[config.mk]
export PLATFORM = sky130hd
export DESIGN_NAME = attr_index_gen
export DESIGN_NICKNAME = d
export VERILOG_FILES = /design/src/rtl/attr_idx_pkg.sv /design/src/rtl/aig_pipe_ctl.sv /design/src/rtl/aig_mul_hi.sv /design/src/rtl/aig_odd_mod.sv /design/src/rtl/attr_index_gen.sv
export SDC_FILE = /design/constraint.sdc
export NUM_CORES = 2
export LEC_CHECK = 0
export BUFFER_PORTS_ARGS = -buffer_cell sky130_fd_sc_hd__buf_2
export CAP_MARGIN = 10
export CORE_UTILIZATION = 63
export CTS_CLUSTER_DIAMETER = 80
export DETAILED_ROUTE_END_ITERATION = 7
export PLACE_DENSITY_LB_ADDON = 0.2
export SETUP_SLACK_MARGIN = 0.4
export SLEW_MARGIN = 20
export SYNTH_ARGS = -nofsm -noshare
export SYNTH_HDL_FRONTEND = slang
export SYNTH_HIERARCHICAL = 1
export SYNTH_SLANG_ARGS = --single-unit
export TNS_END_PERCENT = 20
[constraint.sdc]
create_clock -name clk -period 32.9 [get_ports clk]
set_input_delay 1.645 -clock clk [delete_from_list [all_inputs] [get_ports clk]]
set_output_delay 1.645 -clock clk [all_outputs]
set_load 0.02 [all_outputs]
[src/rtl/attr_idx_pkg.sv]
package attr_idx_pkg;
   localparam int MODE_W     = 2;
   localparam int PIPE_DEPTH = 3;

   typedef enum logic [MODE_W-1:0] {
      AM_DIRECT = 2'd0,
      AM_MODULO = 2'd1,
      AM_SHIFT  = 2'd2,
      AM_MAGIC  = 2'd3
   } amode_e;
endpackage

[src/rtl/aig_pipe_ctl.sv]
module aig_pipe_ctl #(
   parameter int DEPTH = 3
) (
   input  logic             clk,
   input  logic             rst,
   input  logic             in_valid,
   input  logic             out_ready,
   output logic             adv,
   output logic             in_ready,
   output logic [DEPTH-1:0] vld
);
   // lockstep pipeline: every stage moves when the last one can drain
   assign adv      = !vld[DEPTH-1] || out_ready;
   assign in_ready = adv;

   always_ff @(posedge clk) begin
      if (rst)      vld[0] <= 1'b0;
      else if (adv) vld[0] <= in_valid;
   end

   for (genvar k = 1; k < DEPTH; k++) begin : g_stage
      always_ff @(posedge clk) begin
         if (rst)      vld[k] <= 1'b0;
         else if (adv) vld[k] <= vld[k-1];
      end
   end
endmodule

[src/rtl/aig_mul_hi.sv]
module aig_mul_hi #(
   parameter int W = 32
) (
   input  logic [W-1:0] idx,
   input  logic [W-1:0] mult,
   input  logic         round_dn,
   output logic [W-1:0] hi
);
   localparam int AW = 2 * W + 1;

   logic [W-1:0]  meff;
   logic [AW-1:0] acc;
   logic          lint_unused;

   // top bit of the multiplier is implied, whatever was supplied
   assign meff = {1'b1, mult[W-2:0]};

   // (idx + 1) * M folded into one adder as idx*M + M
   assign acc = {{(W+1){1'b0}}, idx} * {{(W+1){1'b0}}, meff}
              + {{(W+1){1'b0}}, (round_dn ? meff : {W{1'b0}})};

   assign hi = acc[2*W-1:W];

   assign lint_unused = mult[W-1] ^ acc[AW-1] ^ (^acc[W-1:0]);
endmodule

[src/rtl/aig_odd_mod.sv]
module aig_odd_mod #(
   parameter int W   = 32,
   parameter int M_W = 3
) (
   input  logic [W-1:0]   q,
   input  logic [M_W-1:0] m,
   output logic [W-1:0]   r
);
   localparam int NODD = 1 << M_W;

   logic [W-1:0] cand [NODD];

   // one constant-divisor residue unit per odd factor 2k+1
   for (genvar k = 0; k < NODD; k++) begin : g_odd
      localparam logic [W-1:0] ODD = W'(2 * k + 1);
      assign cand[k] = q % ODD;
   end

   assign r = cand[m];
endmodule

[src/rtl/attr_index_gen.sv]
module attr_index_gen
   import attr_idx_pkg::*;
#(
   parameter int IDX_W = 32,
   parameter int SH_W  = $clog2(IDX_W),
   parameter int XF_W  = 3
) (
   input  logic              clk,
   input  logic              rst,
   input  logic              in_valid,
   output logic              in_ready,
   input  logic [IDX_W-1:0]  in_index,
   input  logic [MODE_W-1:0] in_mode,
   input  logic [SH_W-1:0]   in_shift,
   input  logic [XF_W-1:0]   in_xflags,
   input  logic [IDX_W-1:0]  in_magic,
   output logic              out_valid,
   input  logic              out_ready,
   output logic [IDX_W-1:0]  out_index
);
   localparam logic [IDX_W-1:0] ONES = {IDX_W{1'b1}};

   if (IDX_W < 8 || (IDX_W & (IDX_W - 1)) != 0) begin : g_bad_w
      $error("IDX_W must be a power of two of at least 8");
   end
   if (SH_W != $clog2(IDX_W)) begin : g_bad_sh
      $error("SH_W must equal clog2(IDX_W)");
   end
   if (PIPE_DEPTH != 3) begin : g_bad_depth
      $error("datapath is laid out for three stages");
   end

   logic                  adv;
   logic [PIPE_DEPTH-1:0] vld;

   aig_pipe_ctl #(.DEPTH(PIPE_DEPTH)) u_ctl (
      .clk       (clk),
      .rst       (rst),
      .in_valid  (in_valid),
      .out_ready (out_ready),
      .adv       (adv),
      .in_ready  (in_ready),
      .vld       (vld)
   );

   assign out_valid = vld[PIPE_DEPTH-1];

   // ---------------- stage 1: capture ----------------
   logic [IDX_W-1:0] s1_idx, s1_mag;
   amode_e           s1_mode;
   logic [SH_W-1:0]  s1_sh;
   logic [XF_W-1:0]  s1_xf;

   always_ff @(posedge clk) begin
      if (adv) begin
         s1_idx  <= in_index;
         s1_mode <= amode_e'(in_mode);
         s1_sh   <= in_shift;
         s1_xf   <= in_xflags;
         s1_mag  <= in_magic;
      end
   end

   // ---------------- stage 2: multiply / split ----------------
   logic [IDX_W-1:0] mul_hi, s2_nx;
   logic             rd_en;

   assign rd_en = (s1_mode == AM_MAGIC) && (s1_xf == XF_W'(1));

   aig_mul_hi #(.W(IDX_W)) u_mul (
      .idx      (s1_idx),
      .mult     (s1_mag),
      .round_dn (rd_en),
      .hi       (mul_hi)
   );

   always_comb begin
      unique case (s1_mode)
         AM_DIRECT: s2_nx = s1_idx;
         AM_MAGIC:  s2_nx = mul_hi;
         default:   s2_nx = s1_idx >> s1_sh;
      endcase
   end

   logic [IDX_W-1:0] s2_val, s2_low;
   amode_e           s2_mode;
   logic [SH_W-1:0]  s2_sh;
   logic [XF_W-1:0]  s2_xf;

   always_ff @(posedge clk) begin
      if (adv) begin
         s2_val  <= s2_nx;
         s2_low  <= s1_idx & ~(ONES << s1_sh);
         s2_mode <= s1_mode;
         s2_sh   <= s1_sh;
         s2_xf   <= s1_xf;
      end
   end

   // ---------------- stage 3: residue / post-shift ----------------
   logic [IDX_W-1:0] mod_r, out_nx;

   aig_odd_mod #(.W(IDX_W), .M_W(XF_W)) u_mod (
      .q (s2_val),
      .m (s2_xf),
      .r (mod_r)
   );

   always_comb begin
      unique case (s2_mode)
         AM_MODULO: out_nx = (mod_r << s2_sh) | s2_low;
         AM_MAGIC:  out_nx = s2_val >> s2_sh;
         default:   out_nx = s2_val;
      endcase
   end

   always_ff @(posedge clk) begin
      if (adv) out_index <= out_nx;
   end
endmodule

======== Word-level counts from Yosys, hierarchy flattened ========
Cells that the tools add are included.
storage, ports and cells
  register bits after elaboration ......... 182
  word-level logic and storage cells ...... 46
  bits of input ports ..................... 78
  output and inout bits ................... 34
cells by class
  add/sub/neg operators ................... 1
  equal/unequal tests ..................... 4
  shift-type cells ........................ 4
  bitwise logic cells ..................... 4
  muxes and demuxes ....................... 6
  divide/modulo/power cells ............... 7
  multipliers ............................. 1
  magnitude comparators ................... 1
  reduce and logical (&&, ||, !) cells .... 4
operators by type and width
  kind                     number
  $mod A32 B4 Y32 const B  4
  $pmux W32 S2             2
  $bmux W32 S3             1
  $mux W32                 3
  $add A64 B32 Y64         1
  $mod A32 B3 Y32 const B  2
  $mul A32 B32 Y64         1
  $shr A32 B5 Y32          2
  $and A32 B32 Y32         1
  $mod A32 B2 Y32 const B  1
  $not A32 Y32             1
  $or A32 B32 Y32          1
  $shl A32 B5 Y32          1
  $shl A32 B5 Y32 const A  1
  $eq A2 B2 Y1 const B     2
  $ge A4 B4 Y1 const B     1
  $not A3 Y4               1
  $eq A3 B1 Y1 const B     1
  $eq A2 B1 Y1 const B     1
  $logic_not A2 Y1         1
  $logic_and A1 B1 Y1      1
  $logic_not A1 Y1         1
  $logic_or A1 B1 Y1       1

======== Longest topological paths before layout ========
  depth in word-level cells ............... 7
  gate-level depth with buffers ........... 86

======== By module ========
The synthesis kept the hierarchy.
modules (own cells, without submodules)
  module          cells an instance  area each (µm²)  times used  seq. area each (µm²)
  aig_mul_hi      3776               33933.8          1           0.0
  aig_odd_mod     4904               32677.6          1           0.0
  attr_index_gen  973                12032.8          1           5375.2
  aig_pipe_ctl    12                 128.9            1           60.1

======== Worst setup path before layout ========
Ideal clock, no wire load.
  path kind ............................... register -> register
  start point ............................. reg s2_val[30]
  end point ............................... reg out_index[31], data pin
  period minus slack after synthesis ...... 17448 ps
  slack ................................... 15452 ps
  data required time ...................... 32639 ps
  library setup time ...................... 261 ps
  data arrival time ....................... 17187 ps
  path buffers ............................ 13
  stages on the path, launching flop included .. 78
  path through ............................ edfxtp_1 -> buf_6 -> buf_8 -> buf_8 -> buf_6 -> xnor2_1 -> o22ai_1 -> a221oi_1 -> o21ai_1 -> a211oi_4 -> and2_1 -> o21bai_1 -> buf_4 -> mux2i_2 -> o31ai_1 -> a211o_1 -> a211oi_2 -> buf_4 -> [42 not listed] -> ha_1 -> o21ai_0 -> or4_1 -> a32o_1 -> buf_4 -> and3_1 -> o21ai_2 -> ha_1 -> or2b_1 -> and3_1 -> nor2b_1 -> o21ai_1 -> a31oi_1 -> mux4_4 -> mux4_2 -> o21ai_1 -> a21oi_1 -> a221o_1
between the ends
  word-level cells in the longest chain between the ends .. 7
  elaborated cells between the ends (all ways) .. 14
ends and longest elaborated chain
  element                                         line                   source
  from (decl)                                     attr_index_gen.sv:85   logic [IDX_W-1:0] s2_val, s2_low;
  from (signal assigned)                          attr_index_gen.sv:92   s2_val <= s2_nx;
  $mod A32 B4 Y32 (tied with other cells)         aig_odd_mod.sv:16      assign cand[k] = q % ODD;
  $bmux W32 S3 *                                  aig_odd_mod.sv:19      assign r = cand[m];
  $mux W32 (implied by the code) * (2 in series)  aig_odd_mod.sv:19
  named net mod_r[13]                             attr_index_gen.sv:101  logic [IDX_W-1:0] mod_r, out_nx;
  $shl A32 B5 Y32 *                               attr_index_gen.sv:111  AM_MODULO: out_nx = (mod_r << s2_sh) | s2_low;
  $or A32 B32 Y32 *                               attr_index_gen.sv:111
  $pmux W32 S2 *                                  attr_index_gen.sv:110  unique case (s2_mode)
  named net out_nx[31]                            attr_index_gen.sv:101
  to (signal assigned)                            attr_index_gen.sv:118  if (adv) out_index <= out_nx;
  to (decl)                                       attr_index_gen.sv:19   output logic [IDX_W-1:0] out_index
The timed path passes the listed nets; every way through them passes the cells marked *. The select of a mux whose other input is x is not followed.
A chain may end at the register's enable or synchronous reset.

======== Worst setup path after layout ========
Ends and elaborated chain as after synthesis.

==> results.json <==
{
  "htree_levels": 4,
  "clockRootBuffer": "clkbuf_16",
  "min_period_ps": 23550,
  "worstPathRequired_ps": 33190,
  "setup_viol": 0,
  "core_area_sq_um": 123800,
  "drive_gt1_share_pct": 8.945,
  "cts_tree": "yes",
  "fin_crit_sh_pct": 71.58,
  "cp-start-kind": "register",
  "synthCells": 9664,
  "routedWlPerCell_microns": 23.75,
  "clkLatencyLatePin_ps": 570,
  "finClkSkew_ps": 22.69,
  "dieArea_sq_um": 126400,
  "worst_path_max_delay_cell": "a311oi_2",
  "firstDrtPassIters": 8,
  "grt_pass1_vias": 73990,
  "grt_max_degree": 87,
  "hold_viol_final": 0,
  "io_buffers": 110,
  "cts_buffers": 17,
  "area_growth_pct": 0.9296,
  "n_fill_cell": 10730,
  "viasPerCell": 6.933,
  "relSlewSlack_pct": 26.78,
  "cts.path.max_buffers": 2,
  "cts-hold-fix-buffers": 0,
  "routed_wl_mm": 259.4,
  "synthesis.area_sq_um": 78740,
  "crit_top_cell": "o21ai_1",
  "fin_nets": 10550,
  "synth_area_per_cell_sq_um": 8.148,
  "initial_core_util_pct": 63.61,
  "cts_setup_buffers": 0,
  "final.setup.tns_ps": 0,
  "ant_nets": 0,
  "rsz0062_at_grt": "false",
  "dp_cells": 10880,
  "cpPeakStageDelay_ps": 870,
  "grt_usage_pct": 40.44,
  "fin_area_sq_um": 79480,
  "fmax_mhz": 42.46,
  "dieWidth_microns": 355.5,
  "yosys_warnings": 6,
  "final-instance-count-excl-fill": 10920,
  "top_level_ports": 112,
  "antenna_found_initial": 7,
  "drtIter0Drc": 9307,
  "gp_congestion": 1.022,
  "violations": "design-rule violations",
  "hold_class": "reg2reg",
  "vias": 75710,
  "grt_pass1_wl_mm": 407.1,
  "worstSetupPathType": "reg2reg",
  "cp.arrival_ps": 23840,
  "dp_hpwl_mm": 188.1,
  "grt_overflow": 0,
  "tightest_slew_ps": 1068,
  "ctsResizeCount": 0,
  "finalMaxSlewViolations": 0,
  "endpoint_kind": "register",
  "syn_nets": 10950,
  "maxCapViolations": 0,
  "cts.clk_slew.worst_paths_ps": 100,
  "critPathMaxFanout": 84,
  "drc_errors": 21,
  "die_h_microns": 355.5,
  "rows": 129,
  "outcome": "finished, violations left",
  "cts_sinks": 181,
  "whs_ps": 460.9,
  "place_area_sq_um": 78790
}
## path summary, 6_finish.rpt
check	slack, ps	depth (start not counted)	end	start
setup / recovery	9350	67	out_index[31]$_DFFE_PP_	s2_val[30]$_DFFE_PP_
hold / removal	460	2	u_ctl/vld[2]$_SDFFE_PP0P_	u_ctl/vld[1]$_SDFFE_PP0P_
setup reg to reg	9350	67	out_index[31]$_DFFE_PP_	s2_val[30]$_DFFE_PP_
hold reg to reg	460	2	u_ctl/vld[2]$_SDFFE_PP0P_	u_ctl/vld[1]$_SDFFE_PP0P_
## state kept, by name, indices dropped and copies added (netlist names)
name	flops
s1_sh	5
s2_mode	2
s1_mag	31
s2_sh	5
s2_val	32
s1_xf	3
s2_low	31
s2_xf	3
u_ctl/vld	3
s1_mode	2
out_index	32
s1_idx	32
## per-layer routing
| layer | up-vias | part of all wire (%) | track usage, % |
|---|---|---|---|
| li1 | 33430 | - | - |
| met2 | 4134 | 46 | 65.22 |
| met4 | 0 | 4.8 | 18.87 |
| met1 | 37400 | 39 | 52.50 |
| met5 | - | 0 | 0 |
| met3 | 744 | 9.9 | 7.652 |
## critical path: cells and delay by family (launching register included)
kind,cells,cell delay (ps)
xor gates and xnor gates,3,700
AOI/OAI and AO/OA,41,13680
DFF,1,810
adders and majority gates,2,580
buffers and inverters,2,1140
and+or+nand+nor,15,4250
muxes,4,1990
## placed cells by master (no fill, tap or decap), types with 100 or more instances in the layout
cell type / count
a21o_1: 100
xnor2_1: 154
nand2_1: 977
a31oi_1: 124
nand3_1: 218
nor2_1: 516
inv_1: 1080
o21ai_0: 359
and2_1: 710
a21oi_1: 448
fa_1: 927
a211oi_1: 115
o211ai_1: 160
buf_4: 189
buf_2: 110
nor3_1: 228
mux2i_1: 157
ha_1: 279
edfxtp_1: 178
## per-stage QoR
stage,util (%),worst slack (ps)
final,64.20,9349
after global routing,64.19,7967
after CTS,64.15,9438
after detailed placement,63.65,9474
after global placement,63.65,9931
after floorplan,-,15450
## layout make-up
class                           instances  area, sq um  area share (%)
Antenna cell                            4        10.01         0.01259
Inverter                             1100         4129           5.195
Clock inverter                         15        197.7          0.2487
Clock buffer                           17        425.4          0.5353
Tap cell                             1637         2048           2.577
Timing Repair Buffer                  300         1989           2.503
Multi-Input combinational cell       7666        65270           82.13
Sequential cell                       181         5405           6.801
Power is left out: the tool's default activity adds up to more than one toggle a clock period on the data nets, which glitch-free logic cannot reach.
